==> src/rtl/ramp_pkg.sv <==
package ramp_pkg;
  typedef enum logic [1:0] {
    M_HOLD    = 2'b00,
    M_UP_SHOT = 2'b01,
    M_DN_SHOT = 2'b10,
    M_BOUNCE  = 2'b11
  } ramp_mode_e;

  localparam int unsigned PULSE_CYC = 2;
endpackage

==> src/rtl/ramp_cfg.sv <==
module ramp_cfg import ramp_pkg::*; #(
  parameter int W  = 32,
  parameter int IW = 16
) (
  input  logic          clk_i,
  input  logic          rst_ni,
  input  logic          upd_i,
  input  logic          en_i,
  input  logic          wrap_top_i,
  input  logic          wrap_bot_i,
  input  logic          flag_en_i,
  input  logic [W-1:0]  floor_i,
  input  logic [W-1:0]  ceil_i,
  input  logic [W-1:0]  up_step_i,
  input  logic [W-1:0]  dn_step_i,
  input  logic [IW-1:0] up_ivl_i,
  input  logic [IW-1:0] dn_ivl_i,
  output logic          en_o,
  output ramp_mode_e    mode_o,
  output logic          flag_en_o,
  output logic [W-1:0]  floor_o,
  output logic [W-1:0]  ceil_o,
  output logic [W-1:0]  up_step_o,
  output logic [W-1:0]  dn_step_o,
  output logic [IW-1:0] up_ivl_o,
  output logic [IW-1:0] dn_ivl_o
);
  always_ff @(posedge clk_i or negedge rst_ni) begin
    if (!rst_ni) begin
      en_o      <= 1'b0;
      mode_o    <= M_HOLD;
      flag_en_o <= 1'b0;
      floor_o   <= '0;
      ceil_o    <= '0;
      up_step_o <= '0;
      dn_step_o <= '0;
      up_ivl_o  <= '0;
      dn_ivl_o  <= '0;
    end else if (upd_i) begin
      en_o      <= en_i;
      mode_o    <= ramp_mode_e'({wrap_bot_i, wrap_top_i});
      flag_en_o <= flag_en_i;
      floor_o   <= floor_i;
      ceil_o    <= ceil_i;
      up_step_o <= up_step_i;
      dn_step_o <= dn_step_i;
      up_ivl_o  <= up_ivl_i;
      dn_ivl_o  <= dn_ivl_i;
    end
  end
endmodule

==> src/rtl/ramp_ivl.sv <==
module ramp_ivl #(
  parameter int IW = 16
) (
  input  logic          clk_i,
  input  logic          rst_ni,
  input  logic          run_i,
  input  logic          dir_i,
  input  logic [IW-1:0] up_ivl_i,
  input  logic [IW-1:0] dn_ivl_i,
  output logic          tick_o
);
  localparam int NDIR = 2;

  logic [IW-1:0]   lim [NDIR];
  logic [NDIR-1:0] hit;

  assign lim[0] = dn_ivl_i;
  assign lim[1] = up_ivl_i;

  for (genvar d = 0; d < NDIR; d++) begin : g_dir
    logic [IW-1:0] cnt_q;
    logic          act;
    assign act    = run_i && (dir_i == 1'(d));
    assign hit[d] = act && (cnt_q == lim[d]);
    always_ff @(posedge clk_i or negedge rst_ni) begin
      if (!rst_ni)              cnt_q <= '0;
      else if (!act || hit[d])  cnt_q <= '0;
      else                      cnt_q <= cnt_q + IW'(1);
    end
  end

  assign tick_o = |hit;
endmodule

==> src/rtl/ramp_core.sv <==
module ramp_core import ramp_pkg::*; #(
  parameter int W = 32
) (
  input  logic         clk_i,
  input  logic         rst_ni,
  input  logic         upd_i,
  input  logic         en_i,
  input  ramp_mode_e   mode_i,
  input  logic [W-1:0] floor_i,
  input  logic [W-1:0] ceil_i,
  input  logic [W-1:0] up_step_i,
  input  logic [W-1:0] dn_step_i,
  input  logic         ctl_i,
  input  logic         tick_i,
  output logic         run_o,
  output logic         dir_o,
  output logic         reach_o,
  output logic [W-1:0] ramp_o
);
  logic [W-1:0] acc_q, acc_n, up_room, dn_room;
  logic dir_q, run_q, ctl_q;
  logic dir_n, run_n, dir_s, run_s, restart, moving, step_go;
  logic rise, fall, hit_hi, hit_lo;

  assign rise = ctl_i & ~ctl_q;
  assign fall = ~ctl_i & ctl_q;

  // direction / trigger decision
  always_comb begin
    dir_n   = dir_q;
    run_n   = run_q;
    restart = 1'b0;
    unique case (mode_i)
      M_HOLD: begin
        dir_n   = ctl_i;
        restart = (ctl_i != dir_q);
      end
      M_UP_SHOT: if (!run_q && rise) begin
        run_n = 1'b1; dir_n = 1'b1; restart = 1'b1;
      end
      M_DN_SHOT: if (!run_q && fall) begin
        run_n = 1'b1; dir_n = 1'b0; restart = 1'b1;
      end
      M_BOUNCE: begin
        if (rise && !dir_q) begin
          dir_n = 1'b1; restart = 1'b1;
        end else if (fall && dir_q) begin
          dir_n = 1'b0; restart = 1'b1;
        end
      end
    endcase
  end

  assign moving  = (mode_i == M_HOLD) || (mode_i == M_BOUNCE) || run_q;
  assign run_o   = en_i && moving && !restart;
  assign step_go = run_o && tick_i;
  assign dir_o   = dir_q;

  assign up_room = ceil_i - acc_q;
  assign dn_room = acc_q - floor_i;
  assign hit_hi  = (acc_q >= ceil_i) || (up_step_i >= up_room);
  assign hit_lo  = (acc_q <= floor_i) || (dn_step_i >= dn_room);

  // step with clamp and wrap handling
  always_comb begin
    acc_n   = acc_q;
    dir_s   = dir_n;
    run_s   = run_n;
    reach_o = 1'b0;
    if (step_go) begin
      if (dir_q) begin
        if (hit_hi) begin
          reach_o = 1'b1;
          if (mode_i == M_UP_SHOT) begin
            acc_n = floor_i; run_s = 1'b0;
          end else begin
            acc_n = ceil_i;
          end
          if (mode_i == M_BOUNCE) dir_s = 1'b0;
        end else begin
          acc_n = acc_q + up_step_i;
        end
      end else begin
        if (hit_lo) begin
          reach_o = 1'b1;
          if (mode_i == M_DN_SHOT) begin
            acc_n = ceil_i; run_s = 1'b0;
          end else begin
            acc_n = floor_i;
          end
          if (mode_i == M_BOUNCE) dir_s = 1'b1;
        end else begin
          acc_n = acc_q - dn_step_i;
        end
      end
    end
  end

  always_ff @(posedge clk_i or negedge rst_ni) begin
    if (!rst_ni) begin
      acc_q <= '0;
      dir_q <= 1'b0;
      run_q <= 1'b0;
      ctl_q <= 1'b0;
    end else begin
      ctl_q <= ctl_i;
      if (en_i) begin
        acc_q <= acc_n;
        dir_q <= dir_s;
        run_q <= upd_i ? 1'b0 : run_s;
      end else begin
        run_q <= 1'b0;
      end
    end
  end

  assign ramp_o = acc_q;
endmodule

==> src/rtl/ramp_flag.sv <==
module ramp_flag import ramp_pkg::*; #(
  parameter int W = 32
) (
  input  logic         clk_i,
  input  logic         rst_ni,
  input  logic         flag_en_i,
  input  ramp_mode_e   mode_i,
  input  logic         reach_i,
  input  logic [W-1:0] ramp_i,
  input  logic [W-1:0] floor_i,
  input  logic [W-1:0] ceil_i,
  output logic         at_lim_o
);
  localparam int PW = $clog2(PULSE_CYC + 1);

  logic [PW-1:0] pls_q;
  logic          bounce;

  assign bounce = (mode_i == M_BOUNCE);

  always_ff @(posedge clk_i or negedge rst_ni) begin
    if (!rst_ni)                 pls_q <= '0;
    else if (reach_i && bounce)  pls_q <= PW'(PULSE_CYC);
    else if (pls_q != '0)        pls_q <= pls_q - PW'(1);
  end

  assign at_lim_o = flag_en_i &&
                    (bounce ? (pls_q != '0) : ((ramp_i == floor_i) || (ramp_i == ceil_i)));
endmodule

==> src/rtl/ramp_gen.sv <==
module ramp_gen import ramp_pkg::*; #(
  parameter int W  = 32,
  parameter int IW = 16
) (
  input  logic          clk_i,
  input  logic          rst_ni,
  input  logic          upd_i,
  input  logic          cfg_en_i,
  input  logic          wrap_top_i,
  input  logic          wrap_bot_i,
  input  logic          flag_en_i,
  input  logic [W-1:0]  floor_i,
  input  logic [W-1:0]  ceil_i,
  input  logic [W-1:0]  up_step_i,
  input  logic [W-1:0]  dn_step_i,
  input  logic [IW-1:0] up_ivl_i,
  input  logic [IW-1:0] dn_ivl_i,
  input  logic          dir_ctl_i,
  output logic [W-1:0]  ramp_o,
  output logic          at_lim_o
);
  logic          en_q, flag_q;
  ramp_mode_e    mode_q;
  logic [W-1:0]  lo_q, hi_q, ustep_q, dstep_q;
  logic [IW-1:0] uivl_q, divl_q;
  logic          tick_w, ivl_run_w, dir_w, reach_w;

  ramp_cfg #(.W(W), .IW(IW)) u_cfg (
    .clk_i, .rst_ni, .upd_i,
    .en_i(cfg_en_i), .wrap_top_i, .wrap_bot_i, .flag_en_i,
    .floor_i, .ceil_i, .up_step_i, .dn_step_i, .up_ivl_i, .dn_ivl_i,
    .en_o(en_q), .mode_o(mode_q), .flag_en_o(flag_q),
    .floor_o(lo_q), .ceil_o(hi_q), .up_step_o(ustep_q), .dn_step_o(dstep_q),
    .up_ivl_o(uivl_q), .dn_ivl_o(divl_q)
  );

  ramp_ivl #(.IW(IW)) u_ivl (
    .clk_i, .rst_ni,
    .run_i(ivl_run_w), .dir_i(dir_w),
    .up_ivl_i(uivl_q), .dn_ivl_i(divl_q),
    .tick_o(tick_w)
  );

  ramp_core #(.W(W)) u_core (
    .clk_i, .rst_ni, .upd_i,
    .en_i(en_q), .mode_i(mode_q),
    .floor_i(lo_q), .ceil_i(hi_q), .up_step_i(ustep_q), .dn_step_i(dstep_q),
    .ctl_i(dir_ctl_i), .tick_i(tick_w),
    .run_o(ivl_run_w), .dir_o(dir_w), .reach_o(reach_w), .ramp_o(ramp_o)
  );

  ramp_flag #(.W(W)) u_flag (
    .clk_i, .rst_ni,
    .flag_en_i(flag_q), .mode_i(mode_q), .reach_i(reach_w),
    .ramp_i(ramp_o), .floor_i(lo_q), .ceil_i(hi_q),
    .at_lim_o(at_lim_o)
  );
endmodule

==> config.mk <==
export PLATFORM = sky130hd
export DESIGN_NAME = ramp_gen
export DESIGN_NICKNAME = d
export VERILOG_FILES = /design/src/rtl/ramp_pkg.sv /design/src/rtl/ramp_cfg.sv /design/src/rtl/ramp_ivl.sv /design/src/rtl/ramp_core.sv /design/src/rtl/ramp_flag.sv /design/src/rtl/ramp_gen.sv
export SDC_FILE = /design/constraint.sdc
export NUM_CORES = 1
export LEC_CHECK = 0
export BUFFER_PORTS_ARGS = -buffer_cell sky130_fd_sc_hd__buf_4
export CAP_MARGIN = 20
export CORE_MARGIN = 5
export CORE_UTILIZATION = 25
export CTS_BUF_LIST = sky130_fd_sc_hd__clkbuf_4
export DETAILED_ROUTE_END_ITERATION = 16
export PLACE_DENSITY = 0.52
export SYNTH_ARGS = -nofsm -noshare
export SYNTH_HDL_FRONTEND = slang
export SYNTH_SLANG_ARGS = --single-unit
==> constraint.sdc <==
create_clock -name clk_i -period 8.9 [get_ports clk_i]
set_input_delay 0.445 -clock clk_i [delete_from_list [all_inputs] [get_ports clk_i]]
set_output_delay 0.445 -clock clk_i [all_outputs]
set_load 0.02 [all_outputs]
== After elaboration in Yosys (flattened, before gate mapping) ==
Cells that the tools add are included.
Cells by class
  add/subtract/negate cells: 7
  magnitude comparators: 4
  equality and inequality tests: 8
  multiplexer cells: 41
  bitwise logic cells: 5
  reductions and logical operators: 30
Operator list (count)
  $mux 32: 5
  $ge 32x32->1: 3
  $sub 32x32->32: 3
  $eq 32x32->1: 2
  $add 16x1->16 const B: 2
  $add 32x32->32: 1
  $eq 16x16->1: 2
  $le 32x32->1: 1
  $mux 16: 2
  $mux 1: 29
  $logic_and 1x1->1: 13
  $pmux 1 s4: 2
  $logic_or 1x1->1: 7
  $logic_not 1->1: 5
  $eq 2x2->1 const B: 2
  $mux 2: 2
  $reduce_bool 2->1: 2
  $not 1->1: 3
  $and 1x1->1: 2
  $eq 2x1->1 const B: 1
  $logic_not 2->1: 1
  $pmux 1 s2: 1
  $reduce_and 2->1: 1
  $reduce_or 2->1: 1
  other kinds (2): 2
Word-level totals
  flip-flop bits (word level): 233
  input port bits: 168
  output and inout port bits: 33
  logic and storage cells: 111

== Logic depth before layout (Yosys ltp) ==
  depth in word-level cells: 15
  gate-level depth with buffers: 25
  depth with buffers taken out: 23

== By module ==
From an unflattened synthesis, not the netlist that was laid out.
Unflattened totals
  cells, all modules: 2087
  area total of the unflattened synthesis: 19580.0 µm²
By module, submodules not included
  ramp_core: instances 1, cells each 1454, area each 10714.0 µm², seq. area each 875.8 µm²
  ramp_cfg: instances 1, cells each 346, area each 6185.9 µm², seq. area each 4103.9 µm²
  ramp_ivl: instances 1, cells each 187, area each 1863.0 µm², seq. area each 800.8 µm²
  ramp_flag: instances 1, cells each 100, area each 817.0 µm², seq. area each 50.0 µm²

== Least setup slack after synthesis ==
No wires, ideal clock.
  path kind: register to register
  from: reg u_core.acc_q[12] (netlist: u_core.ramp_o[12])
  to: reg u_core.acc_q[28] (netlist: u_core.ramp_o[28])
  library setup time: 0.086 ns
  arrival: 4.468 ns
  data required time: 8.814 ns
  slack: 4.346 ns
  stages on the path, launching flop included: 23
  buffers on the path: 2
  period minus slack after synthesis: 4.554 ns
  cells stage by stage: dfrtp_1 -> ha_1 -> a21o_1 -> a21oi_1 -> o21ai_0 -> a21o_1 -> a311oi_1 -> o41ai_2 -> a2111oi_2 -> o21bai_1 -> a21oi_1 -> xnor2_1 -> ha_1 -> a21o_1 -> a21o_1 -> a21oi_1 -> o211ai_1 -> a21oi_1 -> o211ai_2 -> buf_6 -> buf_6 -> a2111o_1 -> a32oi_1
On the way
  cells in the longest elaborated chain, start to end: 5
  elaborated cells between the ends (all ways): 13
  those cells by class: add/sub (4); order compare (4); mux (3); reduce/logical (2)
Ends and longest elaborated chain
  from (decl): line ramp_core.sv:20  | logic [W-1:0] acc_q, acc_n, up_room, dn_room;
  from (signal assigned): line ramp_core.sv:108  | acc_q <= acc_n;
  $sub 32x32->32 (on tied branches): line ramp_core.sv:60, ramp_core.sv:59
  $ge 32x32->1 (on tied branches): line ramp_core.sv:62, ramp_core.sv:61
  $logic_or 1x1->1 (on tied branches): line ramp_core.sv:62, ramp_core.sv:61
  $mux 32 (on tied branches): line ramp_core.sv:84, ramp_core.sv:72
  $mux 32 *: line ramp_core.sv:71  | if (dir_q) begin
Every way passes the cells marked *; elsewhere a longest branch is shown, timed or not.
A chain may end at the register's enable or synchronous reset.

== Worst setup path in the final report ==
  from: reg u_core.acc_q[5] (netlist: u_core.ramp_o[5])
  to: reg u_core.acc_q[31] (netlist: u_core.ramp_o[31])
The elaborated chain is that of the path after synthesis.

==> flow_summary_export.csv <==
group,metric,value,unit
outcome,outcome,"finished, final reports clean",
timing,hold_viol,0,
logic_synthesis,synth-compound-area-share,20.6,%
grt,grt_max_degree,168,
final_layout,regArea,5830,µm²
timing,slew_viol_final,0,
logic_synthesis,synth-adder-area-share,13.6,%
pwr,power_density,151,nW/µm²
pwr,leakage,10.8,nW
grt,grt.total_usage,15.9,%
route,vias,17500,
clock_tree,insertion_delay,0.84,ns
clock_tree,post_cts_resized,0,
final_layout,syn_to_final_growth,27.4,%
grt,grt_pass1_wl,102,mm
timing,fmax,164,MHz
route,drc,0,
logic_synthesis,synth_seq_area_share,31.1,%
setup_path,cp_data_required_time,9.62,ns
die,die_h,284,µm
logic_synthesis,yosys.area_share.xor_xnor,7.75,%
timing,worstMarginPinSlew,0.965,ns
final_layout,layout_common_cells,"233 x dfrtp_1, 209 x buf_4, 206 x nand2_1",
clock_tree,clock_path_buffers,3,
route,wl_met3,3.49,mm
final_layout,fillers,7662,
clock_tree,cts_tree,"done",
final_layout,final_common_cell,"dfrtp_1",
logic_synthesis,synthesis.nets,2489,
timing,worst_slack,2.81,ns
route,drtIter0Drc,1127,
route,wl_per_cell,18.8,µm
timing,clock_skew,0.0641,ns
logic_synthesis,synth_edf_count,0,
logic_synthesis,synth_area_per_cell,8.85,µm²
final_layout,drive_gt1_share,17.8,%
logic_synthesis,synth_top_family_by_area,"compound AO/OA/AOI/OAI gates",
clock_tree,cts_made_buffers,76,
logic_synthesis,ys_ff_latch,233,
logic_synthesis,synth_area,18800,µm²
clock_tree,h-tree-depth,3,
clock_tree,postCtsSetupBuffers,0,
placed_design,place_congestion,0.903,
die,ios,201,
clock_tree,hold_buffers,166,
setup_path,critical_path_class,"register to register",
setup_path,crit_path_end_kind,"register",
timing,min_period_over_period,68.4,%
logic_synthesis,synth_top_flop_cell,"dfrtp_1",
timing,fin_setup_tns,0,ns
die,die_x,284,µm
grt,antenna_found_initial,3,
setup_path,startpoint_type,"register",
final_layout,multi_input_area,12100,µm²
grt,grt_pass1_vias,17600,
timing,period_minus_slack,6.09,ns
final_layout,post-route-util,32.1,%
placed_design,pre_cts_ws,2.85,ns
die,dieArea,80600,µm²
die,core-area,74400,µm²
clock_tree,root_buffer,"clkbuf_4",
timing,max_slew_margin,35.7,%
setup_path,critPathMaxFanout,56,
placed_design,io_buffers,200,
placed_design,dp_hpwl,50.6,mm
clock_tree,clock-sinks,233,
setup_path,critical_path_arrival,6.81,ns
logic_synthesis,synthSimpleGateAreaFrac,13.7,%
route,via_per_inst,4.96,
min_path,min_path_type,"input port to async pin",
route,dr.max_layer_used,"met4",
route,drt-met1-wl,31.1,mm
timing,setup_viol,0,
grt,overflow,0,
route,routed_wl,66.3,mm
timing,rsz0062_at_grt,"false",
clock_tree,clk_pin_slew,0.06,ns
route,drt-pass1-iter-count,6,
logic_synthesis,ys_async_sr_fraction,100,%
die,start_util,25.2,%
route,ant_nets,0,
run,drv_cap,0,
pwr,max-vdd-ir-drop,0.103,mV
logic_synthesis,yosysWarningCount,0,
logic_synthesis,synth_cell_types,91,
final_layout,nets,2871,
route,wl_met2,29.7,mm
logic_synthesis,synthCells,2120,
logic_synthesis,muxShareOfSynthArea,8.69,%
die,row_count,100,
==> layout make-up <==
cell class                 instances  area share [%]
clock buffer                     105            3.30
timing repair buffer             378            13.7
sequential                       233            24.4
clock inverter                    24           0.591
antenna                            6          0.0628
tap                              969            5.07
inverter                         144            2.26
multi-input combinational       1669            50.6
==> cell families (layout without fill, tap and decap cells) <==
kind of cell | Yosys count | in the layout
fa+ha+maj | 202 | 202
other cells | 0 | 6
simple gates | 560 | 560
xor+xnor | 166 | 166
buf+inv | 218 | 651
compound gates | 591 | 591
mux | 150 | 150
flops | 233 | 233
==> sequential cells by signal, indices dropped and copies added, names as in the netlist, 2 cells and up <==
name               flops
u_cfg.ceil_o          32
u_cfg.dn_step_o       32
u_cfg.floor_o         32
u_cfg.up_step_o       32
u_core.ramp_o         32
u_ivl.g_dir.cnt_q     32
u_cfg.dn_ivl_o        16
u_cfg.up_ivl_o        16
u_cfg.mode_o           2
u_flag.pls_q           2
==> power by group <==
part | total, mW | switching [mW] | internal (mW)
sequential | 1.25 | 0.105 | 1.14
combinational | 1.25 | 0.707 | 0.547
clock | 1.12 | 0.546 | 0.573
total | 3.62 | 1.36 | 2.26
==> synthesized netlist by cell type, drive strengths merged, types with 12 or more instances <==
master | n | area share (%)
mux2 | 103 | 6.2
a21oi | 157 | 4.2
o211ai | 42 | 1.7
xor2 | 94 | 4.4
clkbuf | 59 | 1.2
and3 | 23 | 0.77
dfrtp | 233 | 31
o21a | 17 | 0.69
o21ai | 163 | 4.4
nand2 | 207 | 4.2
nor4 | 12 | 0.40
ha | 197 | 13
nor2 | 139 | 2.8
buf | 15 | 0.51
o21bai | 28 | 1.2
and2 | 16 | 0.55
inv | 143 | 2.9
a21o | 51 | 2.0
nor3 | 35 | 0.93
nand3 | 50 | 1.3
nand2b | 17 | 0.57
a211oi | 25 | 1.1
mux2i | 47 | 2.5
xnor2 | 72 | 3.4
nand4 | 26 | 0.87
a31oi | 22 | 0.81
==> through the flow <==
stage	hold WS, ns	power [mW]	cells	instance area (µm²)
global route	0.200	3.87	3525	23900
detailed placement	0.456	2.45	3227	21300
global placement	0.454	2.43	3227	21300
CTS	0.143	3.67	3522	23900
finish	0.191	3.62	3528	23900
floorplan	0.149	2.06	2120	18800
==> critical path, stage by stage, from the launching register on <==
cell	delay (ns)
dfrtp_1	0.45
ha_1	0.44
o21a_1	0.18
o21ai_0	0.11
or2_0	0.21
a21oi_1	0.17
o21ai_1	0.21
o41ai_2	0.69
a2111oi_2	0.20
o31ai_1	0.35
a21oi_1	0.13
xor2_1	0.16
ha_1	0.30
nand4_1	0.14
nor2_1	0.23
o21ai_0	0.19
o211ai_4	0.12
buf_4	0.54
clkinv_1	0.59
nor4_1	0.40
nor3_1	0.09
o211ai_1	0.10
==> final timing paths <==
kind                                  startpoint                 to  slack (ns)  cells after the start
max in group asynchronous                 rst_ni   u_core.ramp_o[9]        7.31                      3
min in group clk_i                         upd_i    u_cfg.mode_o[1]        0.22                      3
worst max-delay path            u_core.ramp_o[5]  u_core.ramp_o[31]        2.81                     21
worst max register to register  u_core.ramp_o[5]  u_core.ramp_o[31]        2.81                     21
worst min register to register   u_flag.pls_q[1]    u_flag.pls_q[1]        0.49                      1
worst min-delay path                      rst_ni   u_cfg.ceil_o[11]        0.19                      2
==> metal layers <==
| layer | vias up | global-route usage [%] |
|---|---|---|
| met5 | - | 0 |
| met4 | 0 | 5.45 |
| met1 | 8414 | 22.1 |
| met3 | 123 | 2.45 |
| met2 | 548 | 25.2 |
| li1 | 8430 | - |
(Power assumes the default switching activity.)
